--- src/rtl/fmr_pkg.sv ---
package fmr_pkg;
    localparam int FRONT_PORTS_DEF = 6;
    localparam int GROUP_DEPTH_DEF = 64;
    localparam int UC_FLOOD_DEF    = 60;
    localparam int MC_FLOOD_DEF    = 61;

    typedef enum logic [1:0] {
        LK_KNOWN_UC   = 2'd0,
        LK_UNKNOWN_UC = 2'd1,
        LK_MCAST      = 2'd2,
        LK_RESERVED   = 2'd3
    } lookup_cls_e;

    typedef enum logic {
        ST_IDLE   = 1'b0,
        ST_RESULT = 1'b1
    } res_state_e;
endpackage

--- src/rtl/fmr_mask_table.sv ---
module fmr_mask_table #(
    parameter int NUM_FRONT   = 6,
    parameter int GROUP_DEPTH = 64,
    parameter int UC_FLOOD    = 60,
    localparam int MASK_W    = NUM_FRONT + 1,
    localparam int NUM_PORTS = NUM_FRONT + 1,
    localparam int GIDX_W    = $clog2(GROUP_DEPTH),
    localparam int PORT_W    = $clog2(NUM_PORTS + 1),
    localparam int ADDR_W    = $clog2(GROUP_DEPTH + NUM_PORTS)
) (
    input  logic              clk,
    input  logic              rst_n,
    input  logic              wr_en,
    input  logic [ADDR_W-1:0] wr_addr,
    input  logic [MASK_W-1:0] wr_data,
    input  logic [GIDX_W-1:0] dst_addr,
    input  logic [GIDX_W-1:0] agg_addr,
    input  logic [PORT_W-1:0] src_port,
    output logic [MASK_W-1:0] dst_mask,
    output logic [MASK_W-1:0] agg_mask,
    output logic [MASK_W-1:0] src_mask
);
    localparam logic [MASK_W-1:0] ALL_PORTS  = {MASK_W{1'b1}};
    localparam logic [MASK_W-1:0] FRONT_ONLY = {1'b0, {NUM_FRONT{1'b1}}};

    logic [MASK_W-1:0] grp_q [GROUP_DEPTH];
    logic [MASK_W-1:0] src_q [NUM_PORTS];
    logic [ADDR_W-1:0] src_off;

    assign src_off = wr_addr - ADDR_W'(GROUP_DEPTH);

    always_ff @(posedge clk) begin
        if (!rst_n) begin
            for (int i = 0; i < GROUP_DEPTH; i++)
                grp_q[i] <= (i == UC_FLOOD) ? FRONT_ONLY : ALL_PORTS;
        end else if (wr_en && (wr_addr < ADDR_W'(GROUP_DEPTH))) begin
            grp_q[wr_addr[GIDX_W-1:0]] <= wr_data;
        end
    end

    generate
        for (genvar p = 0; p < NUM_PORTS; p++) begin : g_src
            always_ff @(posedge clk) begin
                if (!rst_n)
                    src_q[p] <= ALL_PORTS & ~(MASK_W'(1) << p);
                else if (wr_en && (wr_addr >= ADDR_W'(GROUP_DEPTH))
                         && (src_off == ADDR_W'(p)))
                    src_q[p] <= wr_data;
            end
        end
    endgenerate

    assign dst_mask = grp_q[dst_addr];
    assign agg_mask = grp_q[agg_addr];

    always_comb begin
        if (src_port < PORT_W'(NUM_PORTS))
            src_mask = src_q[src_port];
        else
            src_mask = '0;
    end
endmodule

--- src/rtl/fmr_combine.sv ---
module fmr_combine #(
    parameter int NUM_FRONT = 6,
    localparam int MASK_W = NUM_FRONT + 1
) (
    input  logic [MASK_W-1:0]    dst_mask,
    input  logic [MASK_W-1:0]    agg_mask,
    input  logic [MASK_W-1:0]    src_mask,
    input  logic                 drop,
    output logic [NUM_FRONT-1:0] fwd,
    output logic                 cpu
);
    generate
        for (genvar b = 0; b < NUM_FRONT; b++) begin : g_front
            assign fwd[b] = dst_mask[b] & agg_mask[b] & src_mask[b] & ~drop;
        end
    endgenerate

    // CPU bit: two lookups only, immune to the storm policer
    assign cpu = dst_mask[NUM_FRONT] & agg_mask[NUM_FRONT];
endmodule

--- src/rtl/fmr_resolver.sv ---
module fmr_resolver
    import fmr_pkg::*;
#(
    parameter int NUM_FRONT   = FRONT_PORTS_DEF,
    parameter int GROUP_DEPTH = GROUP_DEPTH_DEF,
    parameter int UC_FLOOD    = UC_FLOOD_DEF,
    parameter int MC_FLOOD    = MC_FLOOD_DEF
) (
    input  logic                                          clk,
    input  logic                                          rst_n,
    input  logic                                          frm_valid,
    input  logic [1:0]                                    frm_cls,
    input  logic [$clog2(GROUP_DEPTH)-1:0]                frm_idx,
    input  logic [$clog2(GROUP_DEPTH)-1:0]                frm_aggr,
    input  logic [$clog2(NUM_FRONT+2)-1:0]                frm_port,
    input  logic                                          storm_drop,
    input  logic                                          cfg_we,
    input  logic [$clog2(GROUP_DEPTH+NUM_FRONT+1)-1:0]    cfg_addr,
    input  logic [NUM_FRONT:0]                            cfg_wdata,
    output logic                                          res_valid,
    output logic [NUM_FRONT-1:0]                          res_fwd,
    output logic                                          res_cpu
);
    localparam int MASK_W = NUM_FRONT + 1;
    localparam int GIDX_W = $clog2(GROUP_DEPTH);

    res_state_e        state_q, state_d;
    lookup_cls_e       cls;
    logic [GIDX_W-1:0] dst_addr;
    logic [MASK_W-1:0] dst_mask, agg_mask, src_mask;
    logic [NUM_FRONT-1:0] fwd_c;
    logic              cpu_c;

    assign cls = lookup_cls_e'(frm_cls);

    always_comb begin
        unique case (cls)
            LK_KNOWN_UC:   dst_addr = frm_idx;
            LK_UNKNOWN_UC: dst_addr = GIDX_W'(UC_FLOOD);
            LK_MCAST,
            LK_RESERVED:   dst_addr = GIDX_W'(MC_FLOOD);
        endcase
    end

    fmr_mask_table #(
        .NUM_FRONT(NUM_FRONT), .GROUP_DEPTH(GROUP_DEPTH), .UC_FLOOD(UC_FLOOD)
    ) u_table (
        .clk(clk), .rst_n(rst_n),
        .wr_en(cfg_we), .wr_addr(cfg_addr), .wr_data(cfg_wdata),
        .dst_addr(dst_addr), .agg_addr(frm_aggr), .src_port(frm_port),
        .dst_mask(dst_mask), .agg_mask(agg_mask), .src_mask(src_mask)
    );

    fmr_combine #(.NUM_FRONT(NUM_FRONT)) u_comb (
        .dst_mask(dst_mask), .agg_mask(agg_mask), .src_mask(src_mask),
        .drop(storm_drop), .fwd(fwd_c), .cpu(cpu_c)
    );

    // next-state logic
    always_comb begin
        unique case (state_q)
            ST_IDLE:   state_d = frm_valid ? ST_RESULT : ST_IDLE;   // frame accepted
            ST_RESULT: state_d = frm_valid ? ST_RESULT : ST_IDLE;   // next frame / drain
        endcase
    end

    // state register
    always_ff @(posedge clk) begin
        if (!rst_n) state_q <= ST_IDLE;
        else        state_q <= state_d;
    end

    // output register
    always_ff @(posedge clk) begin
        if (!rst_n || !frm_valid) begin
            res_fwd <= '0;
            res_cpu <= 1'b0;
        end else begin
            res_fwd <= fwd_c;
            res_cpu <= cpu_c;
        end
    end

    assign res_valid = (state_q == ST_RESULT);
endmodule

--- config.mk ---
export PLATFORM = sky130hd
export DESIGN_NAME = fmr_resolver
export DESIGN_NICKNAME = d
export VERILOG_FILES = /design/src/rtl/fmr_pkg.sv /design/src/rtl/fmr_mask_table.sv /design/src/rtl/fmr_combine.sv /design/src/rtl/fmr_resolver.sv
export SDC_FILE = /design/constraint.sdc
export NUM_CORES = 1
export LEC_CHECK = 0
export BUFFER_PORTS_ARGS = -buffer_cell sky130_fd_sc_hd__clkbuf_2
export CAP_MARGIN = 15
export CORE_MARGIN = 4
export CORE_UTILIZATION = 30
export DETAILED_ROUTE_END_ITERATION = 6
export PLACE_DENSITY = 0.55
export SYNTH_ARGS = -nofsm -noshare
export SYNTH_HDL_FRONTEND = slang
export SYNTH_SLANG_ARGS = --single-unit
--- constraint.sdc ---
create_clock -name clk -period 5.7 [get_ports clk]
set_clock_uncertainty 0.15 [all_clocks]
set_input_delay 0.57 -clock clk [delete_from_list [all_inputs] [get_ports clk]]
set_output_delay 0.57 -clock clk [all_outputs]
set_load 0.02 [all_outputs]
---- Word level (Yosys, flattened, before mapping) ----
Memory sizes are Yosys's and may differ from the RTL's.
Cells that the tools add are included.
storage, ports and cells
  memory bits (writable) .................. 497
  flip-flop bits (word level) ............. 8
  memories kept ........................... 2
  bits of input ports ..................... 36
cells by class
  $lt $le $gt $ge ......................... 3
  bitwise operators ....................... 27
  reduce and logical (&&, ||, !) cells .... 16
  add/sub/neg operators ................... 1
  equal/unequal tests ..................... 9
  mux-type cells .......................... 38
memories
  memory         depth  bits a word  read ports  clocked after Yosys merged registers in  wr ports  RTL line              source
  u_table.grp_q  64     7            2           0                                        64        fmr_mask_table.sv:26  logic [MASK_W-1:0] grp_q [GROUP_DEPTH];
  u_table.src_q  7      7            1           0                                        7         fmr_mask_table.sv:27  logic [MASK_W-1:0] src_q [NUM_PORTS];
operators by type and width
  cell                                                             count
  7-bit 2-to-1 mux                                                 8
  1-bit 2-to-1 mux                                                 27
  7-bit by 3-bit == test with 1-bit output, second input constant  3
  1-bit bitwise AND                                                19
  6-bit case mux with 3 select lines                               1
  7-bit by 2-bit == test with 1-bit output, second input constant  2
  6-bit 2-to-1 mux                                                 2
  1-bit logical AND                                                9
  7-bit by 1-bit == test with 1-bit output, second input constant  1
  7-bit >= comparator, second input constant                       1
  7-bit logical NOT                                                1
  7-bit less-than comparator, second input constant                1
  1-bit bitwise OR                                                 7
  7-bit OR reduction                                               1
  7-bit subtractor, second input constant                          1
  2-bit == test, second input constant                             2
  3-bit less-than comparator, second input constant                1
  2-bit by 1-bit == test with 1-bit output, second input constant  1
  1-bit logical NOT                                                2
  2-bit logical NOT                                                1
  2-bit OR reduction                                               1
  1-bit logical OR                                                 1
  1-bit NOT                                                        1

---- Depth between registers and ports, before layout ----
  depth after elaboration ................. 7
  gate-level depth with buffers ........... 11
  gate-level depth less buffers ........... 6

---- By module ----
Synthesis repeated with hierarchy kept, for this count alone.
unflattened totals
  cell total of the unflattened synthesis .. 1,935
  area, all modules ....................... 26,865.8 µm²
by module, submodules not included
  module          times used  cells each  seq. area each (µm²)  area each (µm²)
  fmr_mask_table  1           1,905       14,924.3              26,544.2
  fmr_resolver    1           23          160.2                 255.2
  fmr_combine     1           7           0.0                   66.3

---- Worst setup path before layout ----
Ideal clock, no wire load.
  path kind ............................... in2reg
  from .................................... in cfg_addr[2]
  to ...................................... mem u_table.grp_q[14][0] in the netlist's numbering, enable pin
  required time ........................... 5.169 ns
  setup slack ............................. 3.104 ns
  arrival time ............................ 2.065 ns
  stages on the path ...................... 5
  library setup time ...................... 0.381 ns
  cells stage by stage .................... clkbuf_1 -> nor2b_1 -> nand2_1 -> clkbuf_1 -> o21ai_0
RTL lines
  what             RTL line              source
  start, declared  fmr_resolver.sv:18    input logic [$clog2(GROUP_DEPTH+NUM_FRONT+1)-1:0] cfg_addr,
  end, declared    fmr_mask_table.sv:26

---- Worst setup path in the final report ----
  from .................................... in frm_cls[1]
  to ...................................... reg res_fwd[2]
between the ends
  word-level cells in the longest chain between the ends .. 7
  elaborated cells on any way between the ends .. 10
RTL lines
  what                                    RTL line            source
  start, declared                         fmr_resolver.sv:12  input logic [1:0] frm_cls,
  2-bit == test                           fmr_resolver.sv:37  unique case (cls)
  2-bit OR reduction                      fmr_resolver.sv:37
  6-bit case mux with 3 select lines (*)  fmr_resolver.sv:37
  memory 64 x 7 bit (*)                   -
  1-bit bitwise AND (*) (3 in series)     fmr_combine.sv:14   assign fwd[b] = dst_mask[b] & agg_mask[b] & src_mask[b] & ~drop;
  end signal, assigned                    fmr_resolver.sv:79  res_fwd <= fwd_c;
  end, declared                           fmr_resolver.sv:21  output logic [NUM_FRONT-1:0] res_fwd,
Every way passes the cells marked *; elsewhere a longest branch is shown, timed or not.
A chain may end at the register's enable or synchronous reset.

==> metrics.txt <==
crit-path cells clkbuf_2, or3b_2, buf_4, o21ai_0, a221oi_1, nor3_1, a211oi_1, nor4_1; Final ANT Viol Nets 0; Initial DRC Count 2722; max_slew headroom 18.77%; TNS Setup 0 ps; Yosys top cell area share 55.21%; DR WL/cell 28.23 um; final setup violation count 0; static leakage 9.238 nW; Hold WC Path Type primary input to flip-flop; Die Area 93670 um^2; syn_area_per_cell 12.40 um^2; Tmin final 3707 ps; CTS-repair resized insts 0; Crit path max-delay family simple AND/OR/NAND/NOR gates; maximum vdd drop 0.0002507 V; GR Util All Layers 19.14%; Die Span Y 306.1 um; Worst-path clk slew 60 ps; Synth top cells by count 490 x edfxtp_1, 251 x nand2_1, 169 x nand3_1, 147 x clkbuf_1, 108 x mux4_2; Detailed Place HPWL 61100 um; Post-CTS Hold Buffers 0; Area Growth Syn to Fin 10.92%; type of origin of the critical path primary input; area leader, netlist edfxtp_1; synth top area cells edfxtp_1 55%, mux4_2 9.1%, mux2i_1 3.9%, nand2_1 3.5%, nand3_1 3.2%; fmax 269.7 MHz; cell area power density 304.9 nW/um^2; fraction of layout cells with a size suffix above 1 20.97%; core area 88240 um^2; IO buf count 43; sequential area share after synthesis 55.81%; top-count cell post-synth edfxtp_1; Buf+Inv Stages, Crit Path 2; actual slew at the worst max-slew pin 1218 ps; count of flip-flops with a built-in enable after synthesis 490; Power Total 9.012 mW; initial antenna violation count 2; largest net degree at the start of global routing 107; drt via density 6.046; fraction of registers with async set or reset after synthesis 0%; endpoints failing hold 0; Yosys cell types 68; Root Buffer clkbuf_16; clk buf depth 3; Syn. warnings 0; GRT Residual Overflow 0; Syn Inst Count 2150; net count after synthesis 2186; delay of the slowest critical-path stage 1050 ps; WP data arrival 4020 ps; WP data required 6010 ps; CTS tree built; Synth Register Bits 498; Die W 306.1 um; nets@finish 2102; H-tree depth 2; first drt pass iteration count 6; status complete, no violations; clk sinks 498; residual DRC count 0; Setup Fix Bufs, Post-CTS 0; CP max-delay cell or3b_2; maxcap violations 0; Initial Util 30.20%; Max Transition Viols Final 0; Setup crit end kind flip-flop; Worst Path Max Fanout 47; via count 19820; Mapped Area 26650 um^2; first-pass GRT wire length 133900 um; crit path kind primary input to flip-flop; routed wire length 92580 um; gpl congestion 0.9112; RSZ-0062 raised after global routing no; total CTS buffers 56; Worst-Skew Late Latency 630 ps; I/O pins 44; vias in the first global route 19260; row count 109; Synth Flop Type edfxtp_1; final worst-path cycle share 65.04%
==> registers in the layout (all words and copies together) (netlist names) <==
| name | flops |
|---|---|
| u_table.src_q | 42 |
| u_table.grp_q | 448 |
| res_valid | 1 |
| res_fwd | 6 |
| res_cpu | 1 |
==> area by class of cell <==
cell class,count,area (um^2)
Antenna cell,1,2.502
Clock buffer,60,1416
Clock inverter,45,459.2
Fill cell,8641,58680
Inverter,8,30.03
Multi-Input combinational cell,1405,10630
Sequential cell,498,14870
Tap cell,1165,1458
Timing Repair Buffer,97,691.9
==> power by group <==
part | total (mW) | internal [mW] | switching (mW)
Sequential | 4.35 | 4.21 | 0.141
Clock | 3.72 | 2.16 | 1.56
Combinational | 0.943 | 0.331 | 0.611
==> placed cells by master, fill, tap and decap left out, types with 56 or more instances in the layout <==
cell type  instances
nand3_1          169
or3_1             74
nand2_1          251
o21ai_0          106
mux4_2           108
nor2_1            69
or2_2             73
clkbuf_16         56
edfxtp_1         490
mux2i_1          103
==> layer usage <==
layer	track usage (%)	routed length (um)	up-vias
li1	-	-	8204
met1	25.53	36180	10060
met2	29.91	42350	1332
met3	4.200	9463	226
met4	8.743	4566	2
met5	0	13	-
==> worst reg2reg max path, stage by stage (launching register included) <==
cell and delay, ps:
edfxtp_1 400, mux2i_1 150, o21ai_0 90, a221oi_1 480, nor3_1 160, a211oi_1 640, nor4_1 170
==> worst paths after layout <==
| path | startpoint | end | slack (ps) | cells after the start |
|---|---|---|---|---|
| setup reg to reg | u_table.grp_q[62][2] | res_fwd[2] | 3300 | 6 |
| setup / recovery | frm_cls[1] | res_fwd[2] | 1990 | 8 |
| hold reg to reg | u_table.grp_q[48][6] | res_cpu | 740 | 4 |
| hold / removal | cfg_wdata[4] | u_table.src_q[1][4] | 110 | 2 |
==> stage by stage <==
stage	std cells	cell area (um^2)	setup slack (ps)	util (%)	hold slack [ps]
2_1_floorplan	2150	26650	3104	-	546.9
3_5_place_dp	3167	27650	1594	31.33	696.8
3_3_place_gp	3164	27630	1602	31.31	713.5
4_1_cts	3272	29520	2221	33.46	82.02
6_report	3279	29560	1993	33.50	109.4
5_1_grt	3278	29560	1947	33.50	102.9
==> logic make-up (layout without fill, tap and decap cells) <==
kind of cell	Yosys count	after routing	synth area share (%)
and+or+nand+nor	779	779	14.55
buffers and inverters	247	210	4.521
muxes	268	268	15.74
AOI/OAI and AO/OA	358	358	9.375
other	0	1	0
DFF	498	498	55.81
Power figures use the tool's default switching activity.
